--- src/rtl/bt_pkg.sv ---
package bt_pkg;
  localparam int OFF_CTL = 0;
  localparam int OFF_DAT = 1;
  localparam int OFF_MSK = 2;

  // control bit positions (host-visible behaviour depends on them)
  localparam int CB_CLR_WR = 0;
  localparam int CB_CLR_RD = 1;
  localparam int CB_GO     = 2;
  localparam int CB_C2H    = 3;
  localparam int CB_SMS    = 4;
  localparam int CB_HBUSY  = 6;
  localparam int CB_CBUSY  = 7;

  localparam int MB_EN   = 0;
  localparam int MB_PEND = 1;

  localparam logic [7:0] IDLE_BYTE = 8'hFF;

  typedef struct packed {
    logic       ctl_wr;
    logic       dat_wr;
    logic       msk_wr;
    logic       dat_rd;
    logic [7:0] wdata;
  } bt_acc_t;
endpackage

--- src/rtl/bt_wbuf.sv ---
module bt_wbuf #(
  parameter int DEPTH = 64,
  parameter int LEN_W = 8,
  localparam int IDX_W = $clog2(DEPTH)
) (
  input  logic             clk_i,
  input  logic             rst_ni,
  input  logic             clr_i,
  input  logic             wr_i,
  input  logic [7:0]       data_i,
  output logic [LEN_W-1:0] len_o,
  input  logic [IDX_W-1:0] rd_idx_i,
  output logic [7:0]       rd_data_o
);
  localparam logic [LEN_W-1:0] CAP = LEN_W'(DEPTH);

  logic [7:0]       mem_q [DEPTH];
  logic [LEN_W-1:0] len_q;

  always_ff @(posedge clk_i or negedge rst_ni) begin
    if (!rst_ni) begin
      len_q <= '0;
    end else if (clr_i) begin
      len_q <= '0;
    end else if (wr_i && (len_q != '1)) begin
      len_q <= len_q + 1'b1;
    end
  end

  always_ff @(posedge clk_i) begin
    if (wr_i && !clr_i && (len_q < CAP)) mem_q[len_q[IDX_W-1:0]] <= data_i;
  end

  assign len_o     = len_q;
  assign rd_data_o = mem_q[rd_idx_i];
endmodule

--- src/rtl/bt_rbuf.sv ---
module bt_rbuf #(
  parameter int DEPTH = 64,
  localparam int IDX_W = $clog2(DEPTH),
  localparam int CNT_W = $clog2(DEPTH + 1)
) (
  input  logic             clk_i,
  input  logic             rst_ni,
  input  logic             load_i,
  input  logic [IDX_W-1:0] load_idx_i,
  input  logic [7:0]       load_data_i,
  input  logic             commit_i,
  input  logic [CNT_W-1:0] commit_len_i,
  input  logic             clr_pos_i,
  input  logic             rd_i,
  output logic [7:0]       data_o,
  output logic [CNT_W-1:0] len_o
);
  localparam logic [CNT_W-1:0] CAP = CNT_W'(DEPTH);

  logic [7:0]       mem_q [DEPTH];
  logic [CNT_W-1:0] pos_q, len_q;
  logic             avail;

  assign avail = pos_q < len_q;

  always_ff @(posedge clk_i) begin
    if (load_i) mem_q[load_idx_i] <= load_data_i;
  end

  always_ff @(posedge clk_i or negedge rst_ni) begin
    if (!rst_ni) begin
      pos_q <= '0;
      len_q <= '0;
    end else if (commit_i) begin
      pos_q <= '0;
      len_q <= (commit_len_i > CAP) ? CAP : commit_len_i;
    end else if (clr_pos_i) begin
      pos_q <= '0;
    end else if (rd_i && avail) begin
      if (pos_q + 1'b1 == len_q) begin
        pos_q <= '0;
        len_q <= '0;
      end else begin
        pos_q <= pos_q + 1'b1;
      end
    end
  end

  assign data_o = avail ? mem_q[pos_q[IDX_W-1:0]] : bt_pkg::IDLE_BYTE;
  assign len_o  = len_q;
endmodule

--- src/rtl/bt_irq_ctl.sv ---
module bt_irq_ctl
  import bt_pkg::*;
(
  input  logic       clk_i,
  input  logic       rst_ni,
  input  logic       cold_rst_i,
  input  logic       ctl_wr_i,
  input  logic       msk_wr_i,
  input  logic [7:0] wdata_i,
  input  logic       rsp_commit_i,
  input  logic       sms_set_i,
  input  logic       sms_clr_i,
  input  logic       sms_irq_i,
  output logic [7:0] ctl_byte_o,
  output logic [7:0] msk_byte_o,
  output logic       pend_o,
  output logic       req_ready_o
);
  logic c2h_q, sms_q, cbusy_q, hbusy_q, en_q, pend_q, rdy_q;
  logic c2h_n, sms_n, cbusy_n, hbusy_n, en_n, pend_n;

  // events applied in a fixed order: commit, side band, host write, cold reset
  always_comb begin
    c2h_n   = c2h_q;
    sms_n   = sms_q;
    cbusy_n = cbusy_q;
    hbusy_n = hbusy_q;
    en_n    = en_q;
    pend_n  = pend_q;

    if (rsp_commit_i) begin
      cbusy_n = 1'b0;
      c2h_n   = 1'b1;
      if (en_n) pend_n = 1'b1;
    end

    if (sms_set_i && !sms_n) begin
      sms_n = 1'b1;
      if (sms_irq_i && !c2h_n && en_n) pend_n = 1'b1;
    end else if (sms_clr_i && sms_n) begin
      sms_n = 1'b0;
      if (!c2h_n) pend_n = 1'b0;
    end

    if (ctl_wr_i) begin
      if (wdata_i[CB_C2H])   c2h_n   = 1'b0;
      if (wdata_i[CB_SMS])   sms_n   = 1'b0;
      if (wdata_i[CB_HBUSY]) hbusy_n = ~hbusy_n;
      if (wdata_i[CB_GO])    cbusy_n = 1'b1;
    end

    if (msk_wr_i) begin
      if (wdata_i[MB_EN] != en_n) begin
        if (wdata_i[MB_EN]) begin
          if (c2h_n || sms_n) pend_n = 1'b1;
          en_n = 1'b1;
        end else begin
          pend_n = 1'b0;
          en_n   = 1'b0;
        end
      end
      if (wdata_i[MB_PEND]) pend_n = 1'b0;
    end

    if (cold_rst_i) begin
      pend_n = 1'b0;
      en_n   = 1'b0;
    end
  end

  always_ff @(posedge clk_i or negedge rst_ni) begin
    if (!rst_ni) begin
      c2h_q   <= 1'b0;
      sms_q   <= 1'b0;
      cbusy_q <= 1'b0;
      hbusy_q <= 1'b0;
      en_q    <= 1'b0;
      pend_q  <= 1'b0;
      rdy_q   <= 1'b0;
    end else begin
      c2h_q   <= c2h_n;
      sms_q   <= sms_n;
      cbusy_q <= cbusy_n;
      hbusy_q <= hbusy_n;
      en_q    <= en_n;
      pend_q  <= pend_n;
      rdy_q   <= ctl_wr_i && wdata_i[CB_GO];
    end
  end

  always_comb begin
    ctl_byte_o            = '0;
    ctl_byte_o[CB_C2H]    = c2h_q;
    ctl_byte_o[CB_SMS]    = sms_q;
    ctl_byte_o[CB_HBUSY]  = hbusy_q;
    ctl_byte_o[CB_CBUSY]  = cbusy_q;
    msk_byte_o            = '0;
    msk_byte_o[MB_EN]     = en_q;
    msk_byte_o[MB_PEND]   = pend_q;
  end

  logic unused_wbits;
  assign unused_wbits = ^{wdata_i[5], wdata_i[7], wdata_i[1:0]};

  assign pend_o      = pend_q;
  assign req_ready_o = rdy_q;
endmodule

--- src/rtl/bt_host_regs.sv ---
module bt_host_regs
  import bt_pkg::*;
#(
  parameter int ADDR_W    = 8,
  parameter int WIN_W     = 2,
  parameter int BUF_DEPTH = 64,
  localparam int IDX_W = $clog2(BUF_DEPTH),
  localparam int CNT_W = $clog2(BUF_DEPTH + 1),
  localparam int LEN_W = $clog2(BUF_DEPTH) + 2
) (
  input  logic              clk_i,
  input  logic              rst_ni,
  input  logic              cold_rst_i,
  input  logic              irq_allow_i,
  input  logic [ADDR_W-1:0] host_addr_i,
  input  logic              host_wr_i,
  input  logic              host_rd_i,
  input  logic [7:0]        host_wdata_i,
  output logic [7:0]        host_rdata_o,
  output logic              req_ready_o,
  output logic [LEN_W-1:0]  req_len_o,
  input  logic [IDX_W-1:0]  req_idx_i,
  output logic [7:0]        req_data_o,
  input  logic              rsp_wr_i,
  input  logic [IDX_W-1:0]  rsp_idx_i,
  input  logic [7:0]        rsp_data_i,
  input  logic              rsp_commit_i,
  input  logic [CNT_W-1:0]  rsp_len_i,
  input  logic              sms_set_i,
  input  logic              sms_clr_i,
  input  logic              sms_irq_i,
  output logic              irq_o
);
  logic [WIN_W-1:0] host_off;
  bt_acc_t          acc;
  logic [7:0]       ctl_byte, msk_byte, rsp_byte;
  logic [CNT_W-1:0] rsp_len_q;
  logic             pend;

  // size-masked decode: only the low WIN_W bits select a register
  assign host_off = host_addr_i[WIN_W-1:0];

  generate
    if (ADDR_W > WIN_W) begin : g_hi
      logic unused_hi;
      assign unused_hi = ^host_addr_i[ADDR_W-1:WIN_W];
    end
  endgenerate

  always_comb begin
    acc.ctl_wr = host_wr_i && (host_off == WIN_W'(OFF_CTL));
    acc.dat_wr = host_wr_i && (host_off == WIN_W'(OFF_DAT));
    acc.msk_wr = host_wr_i && (host_off == WIN_W'(OFF_MSK));
    acc.dat_rd = host_rd_i && (host_off == WIN_W'(OFF_DAT));
    acc.wdata  = host_wdata_i;
  end

  bt_wbuf #(.DEPTH(BUF_DEPTH), .LEN_W(LEN_W)) u_wbuf (
    .clk_i    (clk_i),
    .rst_ni   (rst_ni),
    .clr_i    (acc.ctl_wr && acc.wdata[CB_CLR_WR]),
    .wr_i     (acc.dat_wr),
    .data_i   (acc.wdata),
    .len_o    (req_len_o),
    .rd_idx_i (req_idx_i),
    .rd_data_o(req_data_o)
  );

  bt_rbuf #(.DEPTH(BUF_DEPTH)) u_rbuf (
    .clk_i       (clk_i),
    .rst_ni      (rst_ni),
    .load_i      (rsp_wr_i),
    .load_idx_i  (rsp_idx_i),
    .load_data_i (rsp_data_i),
    .commit_i    (rsp_commit_i),
    .commit_len_i(rsp_len_i),
    .clr_pos_i   (acc.ctl_wr && acc.wdata[CB_CLR_RD]),
    .rd_i        (acc.dat_rd),
    .data_o      (rsp_byte),
    .len_o       (rsp_len_q)
  );

  bt_irq_ctl u_irq (
    .clk_i       (clk_i),
    .rst_ni      (rst_ni),
    .cold_rst_i  (cold_rst_i),
    .ctl_wr_i    (acc.ctl_wr),
    .msk_wr_i    (acc.msk_wr),
    .wdata_i     (acc.wdata),
    .rsp_commit_i(rsp_commit_i),
    .sms_set_i   (sms_set_i),
    .sms_clr_i   (sms_clr_i),
    .sms_irq_i   (sms_irq_i),
    .ctl_byte_o  (ctl_byte),
    .msk_byte_o  (msk_byte),
    .pend_o      (pend),
    .req_ready_o (req_ready_o)
  );

  always_comb begin
    if (host_off == WIN_W'(OFF_CTL))      host_rdata_o = ctl_byte;
    else if (host_off == WIN_W'(OFF_DAT)) host_rdata_o = rsp_byte;
    else if (host_off == WIN_W'(OFF_MSK)) host_rdata_o = msk_byte;
    else                                  host_rdata_o = IDLE_BYTE;
  end

  assign irq_o = pend && irq_allow_i;
endmodule

--- config.mk ---
export PLATFORM = sky130hd
export DESIGN_NAME = bt_host_regs
export DESIGN_NICKNAME = d
export VERILOG_FILES = /design/src/rtl/bt_pkg.sv /design/src/rtl/bt_wbuf.sv /design/src/rtl/bt_rbuf.sv /design/src/rtl/bt_irq_ctl.sv /design/src/rtl/bt_host_regs.sv
export SDC_FILE = /design/constraint.sdc
export NUM_CORES = 1
export LEC_CHECK = 0
export BUFFER_PORTS_ARGS = -buffer_cell sky130_fd_sc_hd__buf_2
export CAP_MARGIN = 20
export CORE_AREA = 2 2 326 328
export DETAILED_ROUTE_END_ITERATION = 10
export DIE_AREA = 0 0 328 330
export GPL_ROUTABILITY_DRIVEN = 0
export HOLD_SLACK_MARGIN = 0.15
export SLEW_MARGIN = 20
export SYNTH_ARGS = -nofsm -noshare
export SYNTH_HDL_FRONTEND = slang
export SYNTH_SLANG_ARGS = --single-unit
--- constraint.sdc ---
create_clock -name clk_i -period 4.6 [get_ports clk_i]
set_input_delay 0.69 -clock clk_i [delete_from_list [all_inputs] [get_ports clk_i]]
set_output_delay 0.69 -clock clk_i [all_outputs]
set_load 0.03 [all_outputs]
==> results of run 1 <==
==> state kept, by name, indices dropped and copies added (netlist names) <==
signal	count
u_irq.req_ready_o	1
u_irq.pend_o	1
u_rbuf.pos_q	7
u_irq.hbusy_q	1
u_irq.cbusy_q	1
u_wbuf.len_o	8
u_irq.sms_q	1
u_rbuf.mem_q	512
u_irq.en_q	1
u_rbuf.len_o	7
u_wbuf.mem_q	512
u_irq.c2h_q	1
==> metal layers <==
layer  global-route usage (%)  vias to the layer above  wire length (um)
met5                        0                        -                14
met4                     6.11                        2              2850
met3                     3.96                      183              7280
met2                     29.7                      764             47700
met1                     24.6                    10900             40300
li1                         -                     8840                 -
==> logic make-up (layout without fill, tap and decap cells) <==
family / count (synthesis) / count (layout) / share of synthesized area [%]
xor gates and xnor gates: 15 / 15 / 0.316
AOI/OAI and AO/OA: 179 / 179 / 2.99
DFF: 1053 / 1053 / 75.7
and+or+nand+nor: 341 / 341 / 3.68
muxes: 352 / 352 / 15.6
adders and majority gates: 9 / 9 / 0.271
buffers and inverters: 127 / 363 / 1.48
==> layout make-up <==
cell class                      instances  area share (%)
Tap cell                             1391            3.68
Sequential cell                      1053            66.5
Timing Repair Buffer                  158            2.50
Inverter                               16           0.127
Clock inverter                         50            1.09
Multi-Input combinational cell        896            20.1
Clock buffer                          139            5.93
==> worst max-delay path, delay by kind of cell (launching register included) <==
| kind | cells | cell delay, ns |
|---|---|---|
| flip-flops | 1 | 0.66 |
| buffers and inverters | 3 | 1.01 |
| AO/OA/AOI/OAI | 4 | 0.98 |
| multiplexers | 1 | 0.39 |
==> where the power goes <==
group	switching (W)	internal, W
Combinational	0.000692	0.000364
Sequential	0.0000666	0.0106
Clock	0.00353	0.00478
Total	0.00429	0.0158
==> final timing paths <==
kind / endpoint / slack (ns)
setup / recovery: host_rdata_o[2] / 0.16
hold / removal: u_irq.en_q / 0.20
setup reg to reg: u_wbuf.mem_q[1][3] / 1.63
hold reg to reg: u_irq.hbusy_q / 0.49
max in group asynchronous: u_rbuf.pos_q[1] / 3.35
min in group asynchronous: u_irq.cbusy_q / 0.63
==> cell usage in the layout, fill, tap and decap left out, drive strengths merged, types with 10 or more instances in the layout <==
cell	netlist	routed
nor2	165	165
clkbuf	48	140
nand3b	11	11
clkinv	0	39
mux2i	111	111
a21oi	41	41
nor2b	17	17
dfrtp	29	29
mux4	237	237
buf	63	156
a22oi	52	52
nor3	10	10
o21ai	17	17
nand3	23	23
nand2	71	71
inv	16	16
a22o	16	16
edfxtp	1024	1024
==> timing repair <==
item | CTS | global route
hold endpoints to repair | 29 | 0
endpoints found under the setup margin | 0 | 2
hold buffers | 1 | 0
setup buffers | 0 | 2
==> per-stage QoR <==
stage / std cells / hold slack, ns / power, W / utilization, % / worst slack, ns
floorplan: 2076 / 0.394 / 0.0114 / - / 1.20
global placement: 3511 / 0.462 / 0.0119 / 42.0 / 0.695
detailed placement: 3511 / 0.470 / 0.0119 / 42.0 / 0.699
CTS: 3701 / 0.157 / 0.0202 / 45.2 / 0.0613
global route: 3703 / 0.175 / 0.0206 / 45.2 / 0.0238
finish: 3703 / 0.205 / 0.0200 / 45.2 / 0.157
==> flow_summary.json, run 1 <==
{
  "status": "finished clean",
  "overflow": 0,
  "slew-limit-headroom_pct": 33.3,
  "max_freq_mhz": 225,
  "tritoncts": "done",
  "synthTopCellsByArea": "edfxtp_1 74%, mux4_2 13%, mux2i_1 2.7%, dfrtp_1 1.7%, nor2_1 1.5%",
  "finalClockSkew_ns": 0.0265,
  "rr_startpoint": "u_wbuf.len_o[6]",
  "fin_crit_sh_pct": 96.6,
  "crit_arrival_ns": 3.75,
  "crit_required_ns": 3.91,
  "fillers": 8821,
  "clkSinkCount": 1053,
  "diodes": 0,
  "whs_path_depth": 2,
  "port_buffers": 73,
  "synthTopCellsByCount": "1024 x edfxtp_1, 237 x mux4_2, 165 x nor2_1",
  "rsz0062_at_grt": "false",
  "syn_nets": 2139,
  "nNetsFinal": 2293,
  "dp_hpwl_um": 61100,
  "grt_max_degree": 87,
  "crit_chain": "buf_12, buf_4, mux4_2, a211oi_1, a21oi_1, a22oi_1, a41oi_1, buf_2",
  "avgSynthCellArea_sq_um": 20.0,
  "root_buffer": "clkbuf_16",
  "ant_nets": 0,
  "synth.distinct_cells": 55,
  "multi_input_area_sq_um": 9520,
  "die_height_um": 330,
  "synth_edf_count": 1024,
  "tns_ns": 0,
  "finalMaxSlewViolations": 0,
  "clk_latency_ns": 0.68,
  "postCtsResizedCells": 0,
  "start_util_pct": 39.7,
  "dieArea_sq_um": 108000,
  "slowest_delay_ns": 0.66,
  "viasPerCell": 5.57,
  "start_kind": "flip-flop",
  "fp-row-count": 119,
  "routedWlPerCell_um": 26.5,
  "hold_viol_final": 0,
  "ios": 80,
  "synthToLayoutAreaGrowth_pct": 13.7,
  "cts.path.max_buffers": 3,
  "grt_antenna_before_repair": 2,
  "final-seq-area_sq_um": 31500,
  "netlist_area_sq_um": 41600,
  "hold_class": "in -> reg",
  "yosys.area.top_type": "edfxtp_1",
  "period_minus_slack_ns": 4.44,
  "dpl_cell_area_sq_um": 43900,
  "htreeDepth": 3,
  "synth_cells": 2076,
  "synth_most_common_cell": "edfxtp_1",
  "reg2regPathDepth": 3,
  "p_leak_nw": 14.6,
  "synth_warnings": 0,
  "first_global_vias": 21300,
  "drc_errors": 0,
  "worst_pin_slew_ns": 0.996,
  "power_density_nw_per_um2": 424,
  "crit_path_end_kind": "primary output",
  "cp_slowest_cell": "dfrtp_4",
  "drtIter0Drc": 2197,
  "firstDrtPassIters": 6,
  "min_from": "cold_rst_i",
  "synth_top_area_share_pct": 73.9,
  "drive_gt1_share_pct": 23.7,
  "cp-startpoint": "u_rbuf.pos_q[1]",
  "yosysSeqAreaShare_pct": 75.7,
  "max-cap-violations": 0,
  "ys_async_sr_fraction_pct": 2.75,
  "routed_wl_um": 98200,
  "finish.instance_area_sq_um": 47300,
  "vdd_drop_max_uv": 277,
  "worstSetupPathType": "reg -> out",
  "setup_viol": 0,
  "grt_pass1_wl_um": 144000,
  "core_sq_um": 105000,
  "grt_usage_pct": 18.3,
  "synth_ff_type": "edfxtp_1",
  "vias": 20600,
  "die-width_um": 328,
  "cts_buffers": 105,
  "path_max_fanout": 36,
  "path_clk_slew_ns": 0.06,
  "ys_seq_elements": 1053
}
Note: power is estimated with default switching activity, not from simulation.
==> run 2, diff against run 1 <==
CTS_CLUSTER_DIAMETER = 30   (was not set)
PLACE_DENSITY = 0.64   (was not set)
SLEW_MARGIN = not set   (was 20)
==> run 2 against run 1 <==
- cell count rose by 4.6%
- final area grew 7.0%
- via count rose by 4.4%
- maximum frequency is 1.1% lower
- global-route usage increased by 0.33 points
- critical path depth stayed put
- non-clock buffer count increased by 1
==> flow_summary.json, run 2 (synthesized netlist as in run 1, its figures left out) <==
{
  "hold_class": "in -> reg",
  "synthToLayoutAreaGrowth_pct": 21.7,
  "place_inst": 3506,
  "tns_ns": 0,
  "crit_arrival_ns": 3.80,
  "grt_util_met3_pct": 4.50,
  "critPathCapture": "host_rdata_o[7]",
  "core_sq_um": 105000,
  "worst_pin_slew_ns": 1.02,
  "met1_usage_pct": 24.5,
  "dpl_cell_area_sq_um": 43900,
  "start_util_pct": 39.7,
  "setup_viol": 0,
  "fillers": 8382,
  "intPower_w": 0.0201,
  "hold_viol_final": 0,
  "routed_wl_um": 100000,
  "status": "finished clean",
  "worst_hold_slack_ns": 0.203,
  "diodes": 0,
  "grt_pass1_wl_um": 148000,
  "worst_r2r_endpoint": "u_rbuf.len_o[1]",
  "firstDrtPassIters": 6,
  "vdd_drop_max_uv": 437,
  "path_max_fanout": 24,
  "cts.path.max_buffers": 3,
  "ant_nets": 0,
  "max-cap-violations": 0,
  "crit_path_end_kind": "primary output",
  "routedWlPerCell_um": 25.9,
  "grt_use_met2_pct": 30.0,
  "grt.busiest_layer": "met2",
  "instances_no_fill": 3874,
  "fin_crit_sh_pct": 97.6,
  "die_height_um": 330,
  "ios": 80,
  "max_freq_mhz": 223,
  "grt_max_degree": 68,
  "clk_latency_ns": 0.77,
  "p_clk_share_pct": 54.3,
  "p_sw_w": 0.00564,
  "rsz0062_at_grt": "false",
  "drive_gt1_share_pct": 29.1,
  "tritoncts": "done",
  "dp_slack_ns": 0.682,
  "fin_ws_ns": 0.108,
  "cp-startpoint": "u_rbuf.pos_q[2]",
  "fp-row-count": 119,
  "vias": 21500,
  "path_clk_slew_ns": 0.05,
  "final_common_cell": "edfxtp_1",
  "finalMaxSlewViolations": 0,
  "p_leak_nw": 16.2,
  "viasPerCell": 5.56,
  "dieArea_sq_um": 108000,
  "seqPwrFrac_pct": 41.6,
  "regToRegSetupSlack_ns": 1.36,
  "combinationalPowerShare_pct": 4.1,
  "dp_hpwl_um": 59800,
  "mostFrequentLayoutCells": "1024 x edfxtp_1, 237 x mux4_2, 193 x clkbuf_16, 164 x nor2_1, 111 x mux2i_1",
  "reg2regPathDepth": 8,
  "switching_share_pct": 21.9,
  "die-width_um": 328,
  "start_kind": "flip-flop",
  "drc_errors": 0,
  "finish.instance_area_sq_um": 50600,
  "grt_usage_pct": 18.6,
  "final-seq-area_sq_um": 31500,
  "rr_startpoint": "u_rbuf.pos_q[2]",
  "worstSetupPathType": "reg -> out",
  "clkSinkCount": 1053,
  "finalClockSkew_ns": 0.0321,
  "port_buffers": 73,
  "drtIter0Drc": 2570,
  "power_density_nw_per_um2": 508,
  "grt_antenna_before_repair": 1,
  "multi_input_area_sq_um": 9520,
  "first_global_vias": 22200,
  "nNetsFinal": 2380,
  "crit_required_ns": 3.91,
  "overflow": 0,
  "htreeDepth": 4,
  "root_buffer": "clkbuf_16",
  "period_minus_slack_ns": 4.49,
  "cts_buffers": 191,
  "slew-limit-headroom_pct": 31.9
}
[run 2: changes by cell type in the layout (fill, tap and decap cells not counted), moves of 12 or more]
cell,before,now
buf_4,79,67
bufinv_16,9,24
clkbuf_16,107,193
clkinv_2,16,31
clkinv_4,0,12
clkinvlp_4,2,27
inv_6,0,16
[run 2: layer usage]
| layer | vias up | share of wire [%] |
|---|---|---|
| met5 | - | 0.013 |
| met1 | 11200 | 40 |
| met3 | 209 | 7.8 |
| met2 | 983 | 49 |
| met4 | 2 | 3.2 |
| li1 | 9113 | - |
[run 2: area by class of cell]
class,instances,area share (%)
Sequential cell,1053,62.2
Timing Repair Buffer,159,2.47
Multi-Input combinational cell,896,18.8
Tap cell,1391,3.44
Clock inverter,146,3.30
Clock buffer,213,9.69
Inverter,16,0.119
[run 2: worst max-delay path, cell delays in order, from the launching register on]
cell	delay [ns]
dfrtp_2	0.85
buf_4	0.32
and2_1	0.33
a21oi_1	0.12
nand3_1	0.20
o311ai_0	0.18
o32ai_1	0.59
a31oi_1	0.20
buf_2	0.24
[run 2: repair_timing]
item	in CTS	in global routing
pin swaps	0	0
setup endpoints to repair	3	1
hold buffers	3	0
buffers inserted	1	1
hold endpoints to repair	31	0
resized for setup	1	0
[run 2: power by group through the flow]
stage                     Sequential [W]  Clock [W]  Combinational (W)
after floorplan                   0.0109          0           0.000564
after global placement            0.0109          0            0.00102
after detailed placement          0.0109          0            0.00104
after CTS                         0.0107     0.0141            0.00106
after global routing              0.0107     0.0146            0.00112
final                             0.0107     0.0140            0.00106
[run 2: how the worst min path moves through the flow]
stage	startpoint	end	slack, ns	cells past startpoint
after detailed placement	u_irq.hbusy_q	u_irq.hbusy_q	0.46	1
after global routing	rsp_len_i[5]	u_rbuf.len_o[5]	0.19	2
after CTS	rsp_len_i[5]	u_rbuf.len_o[5]	0.16	2
final	rsp_len_i[5]	u_rbuf.len_o[5]	0.20	2
after floorplan	rst_ni	u_irq.c2h_q	0.39	0
after global placement	u_irq.hbusy_q	u_irq.hbusy_q	0.46	1
[run 2: per-stage QoR]
step	total power (W)	util, %
after floorplan	0.0114	-
after global placement	0.0119	41.9
after detailed placement	0.0119	41.9
after CTS	0.0259	48.3
after global routing	0.0265	48.4
final	0.0257	48.4
